## config.mk

```make
export PLATFORM = sky130hd
export DESIGN_NAME = sar_seq
export DESIGN_NICKNAME = d
export VERILOG_FILES = /design/src/rtl/sar_seq.sv
export SDC_FILE = /design/constraint.sdc
export NUM_CORES = 1
export LEC_CHECK = 0
export CAP_MARGIN = 20
export CORE_MARGIN = 2
export CORE_UTILIZATION = 30
export DETAILED_ROUTE_END_ITERATION = 10
export DONT_BUFFER_PORTS = 1
export HOLD_SLACK_MARGIN = 0.15
export PLACE_DENSITY = 0.43
export SKIP_LAST_GASP = 1
export SYNTH_ARGS = -nofsm -noshare
export SYNTH_HDL_FRONTEND = slang
export SYNTH_SLANG_ARGS = --single-unit
```

## constraint.sdc

```tcl
create_clock -name clk -period 5.6 [get_ports clk]
set_input_delay 1.68 -clock clk [delete_from_list [all_inputs] [get_ports clk]]
set_output_delay 1.68 -clock clk [all_outputs]
set_load 0.03 [all_outputs]
```

## src/rtl/sar_seq.sv

```systemverilog
module sar_seq #(
  parameter int NBITS = 12,
  parameter int NCH   = 8,
  parameter int SLW   = 8,
  parameter int PSMAX = 6,
  localparam int CHW  = (NCH > 1) ? $clog2(NCH) : 1,
  localparam int SELW = $clog2(PSMAX + 1),
  localparam int PCW  = (PSMAX > 0) ? PSMAX : 1,
  localparam int BW   = (NBITS > 1) ? $clog2(NBITS) : 1
) (
  input  logic             clk,
  input  logic             rst,
  input  logic             start,
  input  logic             continuous,
  input  logic [SELW-1:0]  prescale_sel,
  input  logic [SLW-1:0]   sample_len,
  input  logic [NCH-1:0]   ch_mask,
  input  logic             cmp_in,
  output logic [NBITS-1:0] dac_code,
  output logic             track,
  output logic             hold,
  output logic [CHW-1:0]   ch_sel,
  output logic             eoc,
  output logic [NBITS-1:0] result,
  output logic [CHW-1:0]   result_ch
);
  typedef enum logic [1:0] {S_IDLE, S_TRACK, S_CONV, S_EOC} st_t;
  st_t st;

  logic [PCW-1:0]   pcnt, div_m1;
  logic [SELW-1:0]  sel_c;
  logic [SLW-1:0]   scnt, len_m1;
  logic [BW-1:0]    bi;
  logic [NBITS-1:0] trial;
  logic [CHW-1:0]   nxt_ch;
  logic             req, tick, go, any_en;

  assign sel_c  = (prescale_sel > SELW'(PSMAX)) ? SELW'(PSMAX) : prescale_sel;
  assign div_m1 = PCW'((1 << sel_c) - 1);
  assign tick   = (pcnt >= div_m1);
  assign len_m1 = (sample_len == '0) ? '0 : sample_len - 1'b1;
  assign go     = req | start;
  assign any_en = |ch_mask;

  always_comb begin
    trial     = dac_code;
    trial[bi] = cmp_in;
  end

  always_comb begin
    nxt_ch = ch_sel;
    for (int k = NCH; k >= 1; k--)
      if (ch_mask[(int'(ch_sel) + k) % NCH]) nxt_ch = CHW'((int'(ch_sel) + k) % NCH);
  end

  always_ff @(posedge clk) begin
    if (rst) begin
      st        <= S_IDLE;
      pcnt      <= '0;
      scnt      <= '0;
      bi        <= '0;
      req       <= 1'b0;
      track     <= 1'b0;
      hold      <= 1'b0;
      eoc       <= 1'b0;
      dac_code  <= '0;
      result    <= '0;
      result_ch <= '0;
      ch_sel    <= CHW'(NCH - 1);
    end else begin
      pcnt <= tick ? '0 : pcnt + 1'b1;
      if (start) req <= 1'b1;
      if (tick) begin
        eoc <= 1'b0;
        unique case (st)
          S_IDLE: begin
            req <= 1'b0;
            if (go && any_en) begin
              st     <= S_TRACK;
              track  <= 1'b1;
              scnt   <= '0;
              ch_sel <= nxt_ch;
            end
          end
          S_TRACK: begin
            if (scnt >= len_m1) begin
              st       <= S_CONV;
              track    <= 1'b0;
              hold     <= 1'b1;
              dac_code <= {1'b1, {(NBITS-1){1'b0}}};
              bi       <= BW'(NBITS - 1);
            end else begin
              scnt <= scnt + 1'b1;
            end
          end
          S_CONV: begin
            if (bi == '0) begin
              st        <= S_EOC;
              hold      <= 1'b0;
              eoc       <= 1'b1;
              result    <= trial;
              result_ch <= ch_sel;
              dac_code  <= '0;
            end else begin
              dac_code <= trial | (NBITS'(1) << (bi - 1'b1));
              bi       <= bi - 1'b1;
            end
          end
          S_EOC: begin
            req <= 1'b0;
            if (any_en && (continuous || go)) begin
              st     <= S_TRACK;
              track  <= 1'b1;
              scnt   <= '0;
              ch_sel <= nxt_ch;
            end else begin
              st <= S_IDLE;
            end
          end
        endcase
      end
    end
  end
endmodule


```

# Word-level counts from Yosys, hierarchy flattened
# Cells that the tools add are included.
[word_totals] regBits=54 in_bits=24 out_inout_bits=33 wordCells=155
[classes] n_addsub=13 order_cmp=13 eq_ne=9 n_shift=2 mux=67 bitwise_logic=10 reduce_logical=29
[op_table] cell="4-bit by 5-bit less-than comparator with 1-bit output (second input constant)" n=9
[op_table] cell="3-bit two-way mux" n=11
[op_table] cell="8-bit two-way mux" n=4
[op_table] cell="1-bit two-way mux" n=28
[op_table] cell="1-bit binary-select mux with 3-bit select" n=8
[op_table] cell="12-bit two-way mux" n=2
[op_table] cell="12-bit case mux with 2 select lines" n=1
[op_table] cell="8-bit case mux with 3 select lines" n=1
[op_table] cell="3-bit OR reduction" n=8
[op_table] cell="4-bit AND reduction" n=4
[op_table] cell="3-bit adder (second input constant)" n=4
[op_table] cell="12-bit bitwise mux" n=1
[op_table] cell="2-bit != test (second input constant)" n=6
[op_table] cell="12-bit OR" n=1
[op_table] cell="1-bit by 4-bit << shifter with 12-bit output (first input constant)" n=1
[op_table] cell="5-bit AND reduction" n=2
[op_table] cell="8-bit by 1-bit adder with 8-bit output (second input constant)" n=1
[op_table] cell="1-bit AND (first input constant)" n=8
[op_table] cell="8-bit >= comparator" n=1
[op_table] cell="8-bit logical NOT" n=1
[op_table] cell="4-bit two-way mux" n=2
[op_table] cell="2-bit case mux with 4 select lines" n=1
[op_table] cell="4-bit case mux with 2 select lines" n=1
[op_table] cell="8-bit OR reduction" n=1
[op_table] cell="other kinds (26)" n=36

# Depth between registers and ports, before layout
# Gate-level depths: netlist of the first run.
[logic_depth] ltp_word=16 ltp_mapped=14 ltp_nobuf=13

# Least setup slack after synthesis of the first run
# Ideal clock, no wire load.
[synth_timing] path_type="in2reg" startpoint="input sample_len[0]" endpoint="register scnt[6]" setup_ns=0.071 t_arrival_ns=4.456 t_required_ns=5.529 slack_ns=1.073 path_stages=14 n_path_buf=1 path_cell_list="inv_1 > ha_1 > nor2b_1 > nand3b_1 > or3_1 > and2_1 > ha_1 > nor2b_1 > o21ai_0 > a41oi_1 > a21boi_0 > clkbuf_1 > or4_1 > a21oi_1"
[synth_via] elab_chain_cells=5 elab_cells_between_ends=6 cone_classes="1 x add/sub; 1 x order compare; 1 x eq/ne; 1 x mux; 2 x reduce/logical"
[synth_lines] element="start, declared" line="16" source="input logic [SLW-1:0] sample_len,"
[synth_lines] element="8-bit by 1-bit subtractor with 8-bit output or 8-bit logical NOT (tied branches)" line="41" source="assign len_m1 = (sample_len == '0) ? '0 : sample_len - 1'b1;"
[synth_lines] element="8-bit two-way mux (*)" line="41"
[synth_lines] element="8-bit >= comparator (*)" line="86" source="if (scnt >= len_m1) begin"
[synth_lines] element="2-bit != test (no source line) (*)"
[synth_lines] element="5-bit AND reduction (no source line) (*)"
[synth_lines] element="end signal, assigned" line="93" source="scnt <= scnt + 1'b1;"
[synth_lines] element="end, declared" line="32" source="logic [SLW-1:0] scnt, len_m1;"
# Every way passes the cells marked *; elsewhere a longest branch is shown, timed or not.
# A chain may end at the register's enable or synchronous reset.

# Worst setup path after layout of the first run
[layout_timing] startpoint="input sample_len[0]" endpoint="register dac_code[9]"
[layout_via] elab_chain_cells=5 elab_cells_between_ends=6 cone_classes="1 x add/sub; 1 x order compare; 1 x eq/ne; 1 x mux; 2 x reduce/logical"
[layout_lines] element="8-bit by 1-bit subtractor with 8-bit output or 8-bit logical NOT (tied branches)" line="41"
[layout_lines] element="8-bit two-way mux (*)" line="41"
[layout_lines] element="8-bit >= comparator (*)" line="86"
[layout_lines] element="2-bit != test (no source line) (*)"
[layout_lines] element="3-bit AND reduction (no source line) (*)"
[layout_lines] element="end signal, assigned" line="90" source="dac_code <= {1'b1, {(NBITS-1){1'b0}}};"
[layout_lines] element="end signal, assigned" line="105" source="dac_code <= trial | (NBITS'(1) << (bi - 1'b1));"
[layout_lines] element="end, declared" line="19" source="output logic [NBITS-1:0] dac_code,"
# Marks and branches as above.

==> results of run 1 <==
-- kinds of logic after synthesis --
kind of cell	after synthesis	synth area share, %
compound gates	126	23.1
flops	54	26.5
simple gates	175	20.6
xor+xnor	9	2.39
buf+inv	47	4.84
mux	41	13.4
fa+ha+maj	30	9.20
-- cell type report --
cell class | count | area, µm² | area share (%)
multi-input combinational | 381 | 2800 | 63.6
timing repair buffer | 8 | 60.1 | 1.36
clock inverter | 3 | 40.0 | 0.909
inverter | 20 | 75.1 | 1.70
clock buffer | 5 | 125 | 2.84
sequential | 54 | 1080 | 24.5
tap | 176 | 220 | 5.00
-- layout by cell type (no fill, tap or decap), drive strengths merged, types with 8 or more instances in the layout --
master   count
o2bb2ai     10
ha          30
nor2        49
nand2       38
dfxtp       54
o31ai       11
mux2i       17
a211oi      11
nand3       15
o21ai       12
nor3        27
inv         20
buf          8
mux2        15
mux4         9
a21oi       28
-- report_power, final --
part	internal, W	total (W)	switching, W	leakage [nW]
clock network	0.000210	0.000360	0.000150	0.0836
registers	0.000389	0.000397	0.00000808	0.436
logic	0.0000759	0.000174	0.0000981	1.08
-- metal layers --
layer | wire length, µm | GRT usage, % | up-vias
met5 | 0 | 0 | -
met4 | 155 | 4.07 | 0
met3 | 521 | 4.29 | 11
met2 | 5020 | 23.9 | 51
met1 | 5350 | 20.7 | 1725
li1 | - | - | 1797
-- per-stage QoR --
stage | power (W) | area, µm² | std cells | hold slack, ns | setup WS (ns)
final | 0.000931 | 4400 | 647 | 0.466 | 1.11
after global routing | 0.000982 | 4400 | 647 | 0.501 | 0.785
after CTS | 0.000941 | 4400 | 647 | 0.472 | 1.09
after detailed placement | 0.000579 | 4240 | 639 | 0.454 | 0.791
after global placement | 0.000578 | 4240 | 639 | 0.449 | 0.881
after floorplan | 0.000550 | 4080 | 482 | 0.430 | 1.07
-- state kept, by name, summed over array words and instances (netlist names) --
signal,flops
ch_sel,3
result,12
scnt,8
bi,4
hold,1
pcnt,6
result_ch,3
dac_code,12
eoc,1
track,1
st,2
req,1
-- critical path, cell delays in order --
cell	delay (ns)
inv_1	0.05
ha_1	0.16
nor2b_1	0.24
nand3b_1	0.15
or3_1	0.42
and2_1	0.20
ha_1	0.27
nor2b_1	0.04
o21ai_0	0.16
a41oi_1	0.21
a21oi_1	0.19
buf_4	0.23
nand4_1	0.42
o2bb2ai_1	0.30
-- how the worst max path moves through the flow --
stage | from | to | cells past startpoint | slack (ns)
after floorplan | sample_len[0] | scnt[6]$_SDFFE_PP0P_ | 14 | 1.07
after global placement | sample_len[0] | dac_code[8]$_SDFFE_PP0P_ | 14 | 0.88
final | sample_len[0] | dac_code[9]$_SDFFE_PP0P_ | 14 | 1.11
after global routing | sample_len[0] | dac_code[9]$_SDFFE_PP0P_ | 14 | 0.78
after detailed placement | sample_len[0] | dac_code[9]$_SDFFE_PP0P_ | 14 | 0.79
after CTS | sample_len[0] | dac_code[9]$_SDFFE_PP0P_ | 14 | 1.09
==> summary.md, run 1 <==
| Metric | Value |
|---|---|
| First DRT Iteration DRCs | `193` |
| DR DRC count | `0` |
| Layout cells sized above 1 | `11.0%` |
| Final Setup Violations | `0` |
| Post-DR wirelength/cell | `17.1 µm` |
| Tightest Pin Transition | `0.713 ns` |
| Core area | `13200 µm²` |
| Post-Syn Area per Cell | `8.47 µm²` |
| EDFF count, synth | `0` |
| LEAKAGE | `1.60 nW` |
| Hold path startpoint | `pcnt[0]$_SDFF_PP0_` |
| Ranking of synthesized cells by area | `dfxtp_1, ha_1, mux4_2, nor2_1, mux2_2` |
| Vias in the first global route | `3490` |
| Final Max Slew Viols | `0` |
| Clk root buf | `clkbuf_16` |
| Final period utilization | `80.2%` |
| Max Fclk | `223 MHz` |
| Final Util | `33.3%` |
| Die X | `121 µm` |
| Total grt overflow | `0` |
| CP Data Arrival Time | `4.71 ns` |
| Largest net degree at the start of global routing | `37` |
| First-pass GRT wire length | `17.9 mm` |
| Vias per cell | `5.54` |
| Sequential share of the synthesized area | `26.5%` |
| Slew margin rel. | `52.4%` |
| Fin. Hold Viols | `0` |
| Total number of vias | `3584` |
| R2R Setup Slk | `2.13 ns` |
| Mapped Area | `4080 µm²` |
| Fin Clk Skew | `0.00603 ns` |
| Hold_buf cts | `0` |
| Asr flop ratio synth | `0%` |
| Area Overhead vs Synth | `7.91%` |
| CTS tree | `done` |
| DPL Wire Length | `8.12 mm` |
| Most frequent cell after synthesis | `dfxtp_1` |
| Fin crit period | `4.49 ns` |
| Post-CTS Setup Bufs | `0` |
| # H-tree levels | `2` |
| Final wirelength | `11.0 mm` |
| Initial core utilization | `30.8%` |
| Synth area leader | `dfxtp_1` |
| Critical path endpoint category | `flop` |
| # rows | `42` |
| Worst skew pair latency | `0.30 ns` |
| Routed Antenna Nets | `0` |
| Status | `finished clean` |
| Main synth FF type | `dfxtp_1` |
| Max cap viols | `0` |
| Flops & latches, synth | `54` |
| Hold crit path type | `flop to flop` |
| GP Congestion | `0.821` |
| Clk buf depth | `2` |
| Synthesized net count | `536` |
| Reg2reg start | `ch_sel[1]$_SDFFE_PP1P_` |
| CTS sink cnt | `54` |
| Reg2Reg Capture Point | `ch_sel[2]$_SDFFE_PP1P_` |
| Synth unique cells | `67` |
| Synth cell count leaders | `dfxtp_1, nor2_1, nand2_1` |
| Startpoint types | `input pin` |
| Maximum VDD drop | `0.104 mV` |
| RSZ-0062 raised after global routing | `no` |
| Worst r2r path cells | `8` |
| Initial antenna violation count | `0` |
| DRT Pass-1 Iters | `4` |
| Total GRT Usage | `15.3%` |
| Final nets | `524` |
| Total die area | `14600 µm²` |
| Die Y | `121 µm` |
| Worst path required time | `5.82 ns` |
| Post-cts resize count | `0` |
| # fillers | `1404` |
| Reg clk slew, reported paths | `0.07 ns` |
| Worst hold path depth | `1` |
| Hold Path End | `pcnt[0]$_SDFF_PP0_` |
| CTS buffer count | `5` |
| IO buf count | `0` |
| Setup tns final | `0 ns` |
| Top Ports | `57` |
| Diodes inserted | `0` |
| Max FO, Critical Path | `16` |
| Crit Path Category | `input pin to flop` |
| Cells after Synth | `482` |
| Synth warn | `0` |
| Top-area cell type share of the netlist area | `26.5%` |
| Cell Pwr Density | `211 nW/µm²` |
(Power assumes the default switching activity.)
==> inputs of run 2 (changes only) <==
--- a/config.mk
+++ b/config.mk
@@ -11,7 +11,7 @@
 export DETAILED_ROUTE_END_ITERATION = 10
 export DONT_BUFFER_PORTS = 1
 export HOLD_SLACK_MARGIN = 0.15
-export PLACE_DENSITY = 0.43
+export PLACE_DENSITY = 0.44
 export SKIP_LAST_GASP = 1
 export SYNTH_ARGS = -nofsm -noshare
 export SYNTH_HDL_FRONTEND = slang
==> constraint.sdc (replaced) <==
create_clock -name clk -period 3.75 [get_ports clk]
set_input_delay 1.125 -clock clk [delete_from_list [all_inputs] [get_ports clk]]
set_output_delay 1.125 -clock clk [all_outputs]
set_load 0.03 [all_outputs]
==> run 2 against run 1 <==
  * Non-clock buffer count rose by 13
  * Worst hold slack improved by 0.0027 ns
  * Combinational power up 56%
  * First-iteration DRC count up 34%
  * Critical path type unchanged
  * Utilization increased by 1.1 points
  * Critical path depth increased by 1
  * Via count grew 1.3%
  * Cell count rose by 2.0%
  * Sequential share of layout area shrank 0.78 points
  * Clock skew is 0.0068 ns higher
  * Wire length down 2.2%
==> summary.md, run 2 (same netlist as run 1, synthesis figures left out) <==
| Metric | Value |
|---|---|
| IO buf count | `0 (unchanged)` |
| Final period utilization | `91.4%` |
| CTS buffer count | `5 (unchanged)` |
| DRT Pass-1 Iters | `4 (unchanged)` |
| Vias per cell | `5.50 (-0.68%)` |
| Post-DR wirelength/cell | `16.4 µm (-4.1%)` |
| Post-placement cell area | `4350 µm² (+2.6%)` |
| DR DRC count | `0 (unchanged)` |
| Max FO, Critical Path | `10 (-6)` |
| Top Ports | `57 (unchanged)` |
| Hold_buf cts | `0 (unchanged)` |
| # rows | `42 (unchanged)` |
| Vias in the first global route | `3386 (-3.0%)` |
| First-pass GRT wire length | `17.7 mm (-1.0%)` |
| Slew margin rel. | `47.5% (-5.0 points)` |
| Post-cts resize count | `0 (unchanged)` |
| Cell Pwr Density | `312 nW/µm² (+48%)` |
| Final instance area | `4550 µm² (+3.3%)` |
| Layout cells sized above 1 | `14.3% (+3.2 points)` |
| Worst r2r path cells | `8 (unchanged)` |
| Critical-path top delay cell | `or3_4` |
| Tightest Pin Transition | `0.785 ns (+0.0719 ns)` |
| Worst skew pair latency | `0.31 ns (about the same)` |
| Post-Layout Cell Count | `660 (+2.0%)` |
| Status | `finished clean` |
| CP Cell Sequence | `inv_1 > ha_1 > nor2b_2 > nand3b_1 > or3_4 > and2_1 > ha_1 > nor2b_1 > o21ai_0 > a41oi_2 > buf_4 > a21oi_2 > buf_4 > a41oi_1 > a311oi_1` |
| Largest net degree at the start of global routing | `37 (unchanged)` |
| Hold crit path type | `flop to flop` |
| Die Y | `121 µm (unchanged)` |
| LEAKAGE | `1.67 nW (+4.4%)` |
| CP Data Arrival Time | `3.64 ns (-1.07 ns)` |
| Reg clk slew, reported paths | `0.07 ns (about the same)` |
| RSZ-0062 raised after global routing | `no` |
| Max cap viols | `0 (unchanged)` |
| Register area | `1080 µm² (unchanged)` |
| Final Setup Violations | `0 (unchanged)` |
| Routed Antenna Nets | `0 (unchanged)` |
| Total die area | `14600 µm² (unchanged)` |
| CTS tree | `done` |
| Placed Cells | `651 (+1.9%)` |
| Maximum VDD drop | `0.156 mV (+50%)` |
| Worst slack, placed | `0.00802 ns (-0.783 ns)` |
| Startpoint types | `input pin` |
| Final wirelength | `10.8 mm (-2.2%)` |
| Clk root buf | `clkbuf_16` |
| Core area | `13200 µm² (unchanged)` |
| R2R Setup Slk | `0.94 ns (-1.19 ns)` |
| Fin Clk Skew | `0.0128 ns (+0.00675 ns)` |
| Fin crit period | `3.43 ns` |
| # H-tree levels | `2 (unchanged)` |
| Die X | `121 µm (unchanged)` |
| Max stage delay on crit path | `0.34 ns (-0.08 ns)` |
| Regs by FF count | `dac_code (12), result (12), scnt (8)` |
| Crit path to | `bi[1]$_SDFFE_PP0P_` |
| Initial core utilization | `30.8% (unchanged)` |
| Final Util | `34.4% (+1.1 points)` |
| Fin. Hold Viols | `0 (unchanged)` |
| Total number of vias | `3631 (+1.3%)` |
| Setup tns final | `0 ns (unchanged)` |
| CTS sink cnt | `54 (unchanged)` |
| Max Fclk | `292 MHz` |
| Post-CTS Setup Bufs | `0 (unchanged)` |
| Reg2reg start | `ch_sel[0]$_SDFFE_PP1P_` |
| GP Congestion | `0.738 (-10%)` |
| Total GRT Usage | `15.3% (about the same)` |
| Final Max Slew Viols | `0 (unchanged)` |
| Setup slack after layout | `0.324 ns (-0.783 ns)` |
| Area Overhead vs Synth | `11.5%` |
| Crit Path Category | `input pin to flop` |
| Diodes inserted | `0 (unchanged)` |
| Reg2Reg Capture Point | `ch_sel[2]$_SDFFE_PP1P_` |
| Most frequent cells in the layout | `dfxtp_1, nor2_1, nand2_1` |
| Initial antenna violation count | `0 (unchanged)` |
| Most common cell after layout, fill and taps aside | `dfxtp_1` |
| Total grt overflow | `0 (unchanged)` |
| # fillers | `1406 (+0.14%)` |
| Final nets | `537 (+2.5%)` |
| First DRT Iteration DRCs | `258 (+34%)` |
| Clk buf depth | `2 (unchanged)` |
| Critical path endpoint category | `flop` |
| DPL Wire Length | `8.30 mm (+2.1%)` |
| Worst setup path startpoint | `sample_len[0]` |
| Worst path required time | `3.96 ns (-1.86 ns)` |
| Area occupied by multi-input gates | `2820 µm² (+0.67%)` |
## run 2: report_power, final
group / total [W] / leakage (nW) / internal [W] / switching (W)
clock: 0.000561 / 0.0819 / 0.000321 / 0.000240
sequential: 0.000589 / 0.436 / 0.000581 / 0.00000841
combinational: 0.000271 / 1.15 / 0.000121 / 0.000150
total: 0.00142 / 1.67 / 0.00102 / 0.000398
## run 2: metal layers
metal / up-vias / GRT usage [%] / share of wire, %
met1: 1727 / 19.4 / 45
met4: 0 / 4.22 / 1.1
met2: 74 / 25.2 / 48
li1: 1823 / - / -
met3: 7 / 4.48 / 6.4
met5: - / 0 / 0
## run 2: critical path, delay by kind of cell
family	cells	cell delay, ns
adder cells (fa/ha/maj)	2	0.42
buffers and inverters	3	0.40
AO/OA/AOI/OAI	5	0.87
AND/OR/NAND/NOR	5	0.81
## run 2: worst min-delay path by stage
stage,slack (ns),start,end,depth (start not counted)
finish,0.47,pcnt[0]$_SDFF_PP0_,pcnt[0]$_SDFF_PP0_,1
floorplan,0.43,pcnt[0]$_SDFF_PP0_,pcnt[0]$_SDFF_PP0_,1
global placement,0.45,pcnt[0]$_SDFF_PP0_,pcnt[0]$_SDFF_PP0_,1
detailed placement,0.46,pcnt[0]$_SDFF_PP0_,pcnt[0]$_SDFF_PP0_,1
CTS,0.47,pcnt[0]$_SDFF_PP0_,pcnt[0]$_SDFF_PP0_,1
global route,0.48,pcnt[0]$_SDFF_PP0_,pcnt[0]$_SDFF_PP0_,1
## run 2: area by class of cell
cell class                 instances  area share (%)
timing repair buffer              21            3.91
clock inverter                     3            1.07
sequential                        54            23.8
clock buffer                       5            2.75
multi-input combinational        381            62.0
tap                              176            4.84
inverter                          20            1.65
## run 2: through the flow
stage	power, W	hold slack (ns)
after detailed placement	0.000870	0.461
after floorplan	0.000824	0.430
after CTS	0.00144	0.472
after global placement	0.000869	0.447
after global routing	0.00150	0.477
final	0.00142	0.469
==> inputs of run 3 (changes only) <==
--- a/config.mk
+++ b/config.mk
@@ -11,7 +11,7 @@
 export DETAILED_ROUTE_END_ITERATION = 10
 export DONT_BUFFER_PORTS = 1
 export HOLD_SLACK_MARGIN = 0.15
-export PLACE_DENSITY = 0.44
+export RECOVER_POWER = 25
 export SKIP_LAST_GASP = 1
 export SYNTH_ARGS = -nofsm -noshare
 export SYNTH_HDL_FRONTEND = slang
==> run 3 against run 2 <==
  * Clock skew fell by 0.0021 ns
  * Utilization fell by 0.057 points
  * Sequential share of layout area hardly changed
  * Sequential power about the same
  * Critical endpoint is now scnt[3]$_SDFFE_PP0P_
  * Die area stayed put
  * Wire length fell by 0.79%
  * Fmax shrank 2.0%
  * Largest power group unchanged
  * Cell count fell by 0.15%
==> summary.md, run 3 (same netlist as run 1, synthesis figures left out) <==
| Metric | Value |
|---|---|
| Status | `finished clean` |
| Routed Antenna Nets | `0 (unchanged)` |
| Die Y | `121 µm (unchanged)` |
| First DRT Iteration DRCs | `162 (-37%)` |
| Max stage delay on crit path | `0.53 ns (+0.19 ns)` |
| R2R Setup Slk | `0.80 ns (-0.14 ns)` |
| CP Data Arrival Time | `3.72 ns (+0.08 ns)` |
| Diodes inserted | `0 (unchanged)` |
| Hold WS | `0.466 ns (-0.00296 ns)` |
| # fillers | `1380 (-1.8%)` |
| Max FO, Critical Path | `10 (unchanged)` |
| Tightest Pin Transition | `0.815 ns (+0.0300 ns)` |
| DRT Pass-1 Iters | `4 (unchanged)` |
| Startpoint types | `input pin` |
| Die X | `121 µm (unchanged)` |
| Clk root buf | `clkbuf_16` |
| Crit path top cell by count | `nor3_1` |
| Total grt overflow | `0 (unchanged)` |
| Most frequent cells in the layout | `dfxtp_1, nor2_1, nand2_1` |
| CP Cell Sequence | `nor3_1 > nand2_1 > nor3_1 > mux2i_1 > ha_1 > nand2b_1 > nor3_1 > a21boi_2 > or4_1 > a21oi_1` |
| First-pass GRT wire length | `17.3 mm (-2.5%)` |
| Total GRT Usage | `14.4% (-0.83 points)` |
| # H-tree levels | `2 (unchanged)` |
| Largest net degree at the start of global routing | `37 (unchanged)` |
| Fin. Hold Viols | `0 (unchanged)` |
| CTS tree | `done` |
| Most common cell after layout, fill and taps aside | `dfxtp_1` |
| Final Max Slew Viols | `0 (unchanged)` |
| Critical path endpoint category | `flop` |
| DPL Wire Length | `8.05 mm (-3.0%)` |
| Setup tns final | `0 ns (unchanged)` |
| Layout cells sized above 1 | `14.5% (+0.24 points)` |
| GP Congestion | `0.852 (+15%)` |
| Worst path required time | `3.97 ns (about the same)` |
| Max Fclk | `286 MHz (-2.0%)` |
| Total die area | `14600 µm² (unchanged)` |
| Critical-path top delay cell | `nor3_1` |
| Crit path max-delay family | `simple AND/OR/NAND/NOR gates` |
| Area occupied by multi-input gates | `2840 µm² (+0.80%)` |
| Core area | `13200 µm² (unchanged)` |
| DR DRC count | `0 (unchanged)` |
| CTS sink cnt | `54 (unchanged)` |
| Crit Path Category | `input pin to flop` |
| Final nets | `537 (unchanged)` |
| Final period utilization | `93.2% (+1.9 points)` |
| Vias in the first global route | `3547 (+4.8%)` |
| Maximum VDD drop | `0.172 mV (+10%)` |
| Vias per cell | `5.56 (+1.1%)` |
| Hold crit path type | `flop to flop` |
| Fin Clk Skew | `0.0106 ns (-0.00214 ns)` |
| Initial antenna violation count | `0 (unchanged)` |
| Area Overhead vs Synth | `11.3%` |
| Buf/Inv on CP | `0 (-3)` |
| CTS buffer count | `5 (unchanged)` |
| RSZ-0062 raised after global routing | `yes` |
| Worst skew pair latency | `0.30 ns (about the same)` |
| Regs by FF count | `dac_code (12), result (12), scnt (8)` |
| Slew margin rel. | `45.2% (-2.3 points)` |
| Final wirelength | `10.7 mm (-0.79%)` |
| Total number of vias | `3665 (+0.94%)` |
| IO buf count | `0 (unchanged)` |
| # rows | `42 (unchanged)` |
| Initial core utilization | `30.8% (unchanged)` |
| Fin crit period | `3.50 ns (+0.0708 ns)` |
| Cell Pwr Density | `307 nW/µm² (-1.8%)` |
| Post-DR wirelength/cell | `16.3 µm (-0.64%)` |
| Top Ports | `57 (unchanged)` |
| Max cap viols | `0 (unchanged)` |
| LEAKAGE | `1.66 nW (-0.39%)` |
| Reg clk slew, reported paths | `0.07 ns (about the same)` |
| Register area | `1080 µm² (unchanged)` |
| Total power | `0.00139 W (-2.0%)` |
| Clk buf depth | `2 (unchanged)` |
| Final Setup Violations | `0 (unchanged)` |
[run 3: layer usage]
layer / global-route usage (%) / vias up / routed length (µm)
met2: 23.8 / 93 / 4990
met3: 3.77 / 17 / 571
met4: 3.56 / 0 / 180
met1: 18.8 / 1737 / 4980
met5: 0 / - / 0
li1: - / 1818 / -
[run 3: layout make-up]
type / instances / area share [%]
multi-input cells: 381 / 62.6
flip-flops and latches: 54 / 23.8
well taps: 176 / 4.85
repair buffers: 21 / 3.47
clock buffers: 5 / 2.75
inverters: 20 / 1.65
clock inverters: 2 / 0.854
[run 3: per-stage QoR]
step / util, % / setup WS [ns] / cell area [µm²] / instances
2_1_floorplan: - / 0.00381 / 4110 / 482
3_3_place_gp: 32.9 / -0.0370 / 4360 / 652
3_5_place_dp: 32.9 / -0.200 / 4360 / 652
4_1_cts: 34.1 / 0.103 / 4520 / 659
5_1_grt: 34.3 / -0.0265 / 4540 / 659
6_report: 34.3 / 0.253 / 4540 / 659
[run 3: where the power goes]
group	internal (W)	leakage, nW	total, W	switching, W
Clock	0.000313	0.0799	0.000529	0.000216
Sequential	0.000581	0.436	0.000592	0.0000110
Combinational	0.000122	1.14	0.000272	0.000150
[run 3: path summary, 6_finish.rpt]
kind / from / end / cells after the start
setup / recovery: sample_len[1] / scnt[3]$_SDFFE_PP0P_ / 10
hold / removal: pcnt[0]$_SDFF_PP0_ / pcnt[0]$_SDFF_PP0_ / 1
setup reg to reg: bi[0]$_SDFFE_PP0P_ / result[1]$_SDFFE_PP0P_ / 9
hold reg to reg: pcnt[0]$_SDFF_PP0_ / pcnt[0]$_SDFF_PP0_ / 1
[run 3: what timing repair did]
| action | 4_1_cts | 5_1_grt |
|---|---|---|
| gates resized for setup | 0 | 5 |
| endpoints found under the setup margin | 0 | 11 |
| buffers inserted | 0 | 0 |
| hold buffers | 0 | 0 |
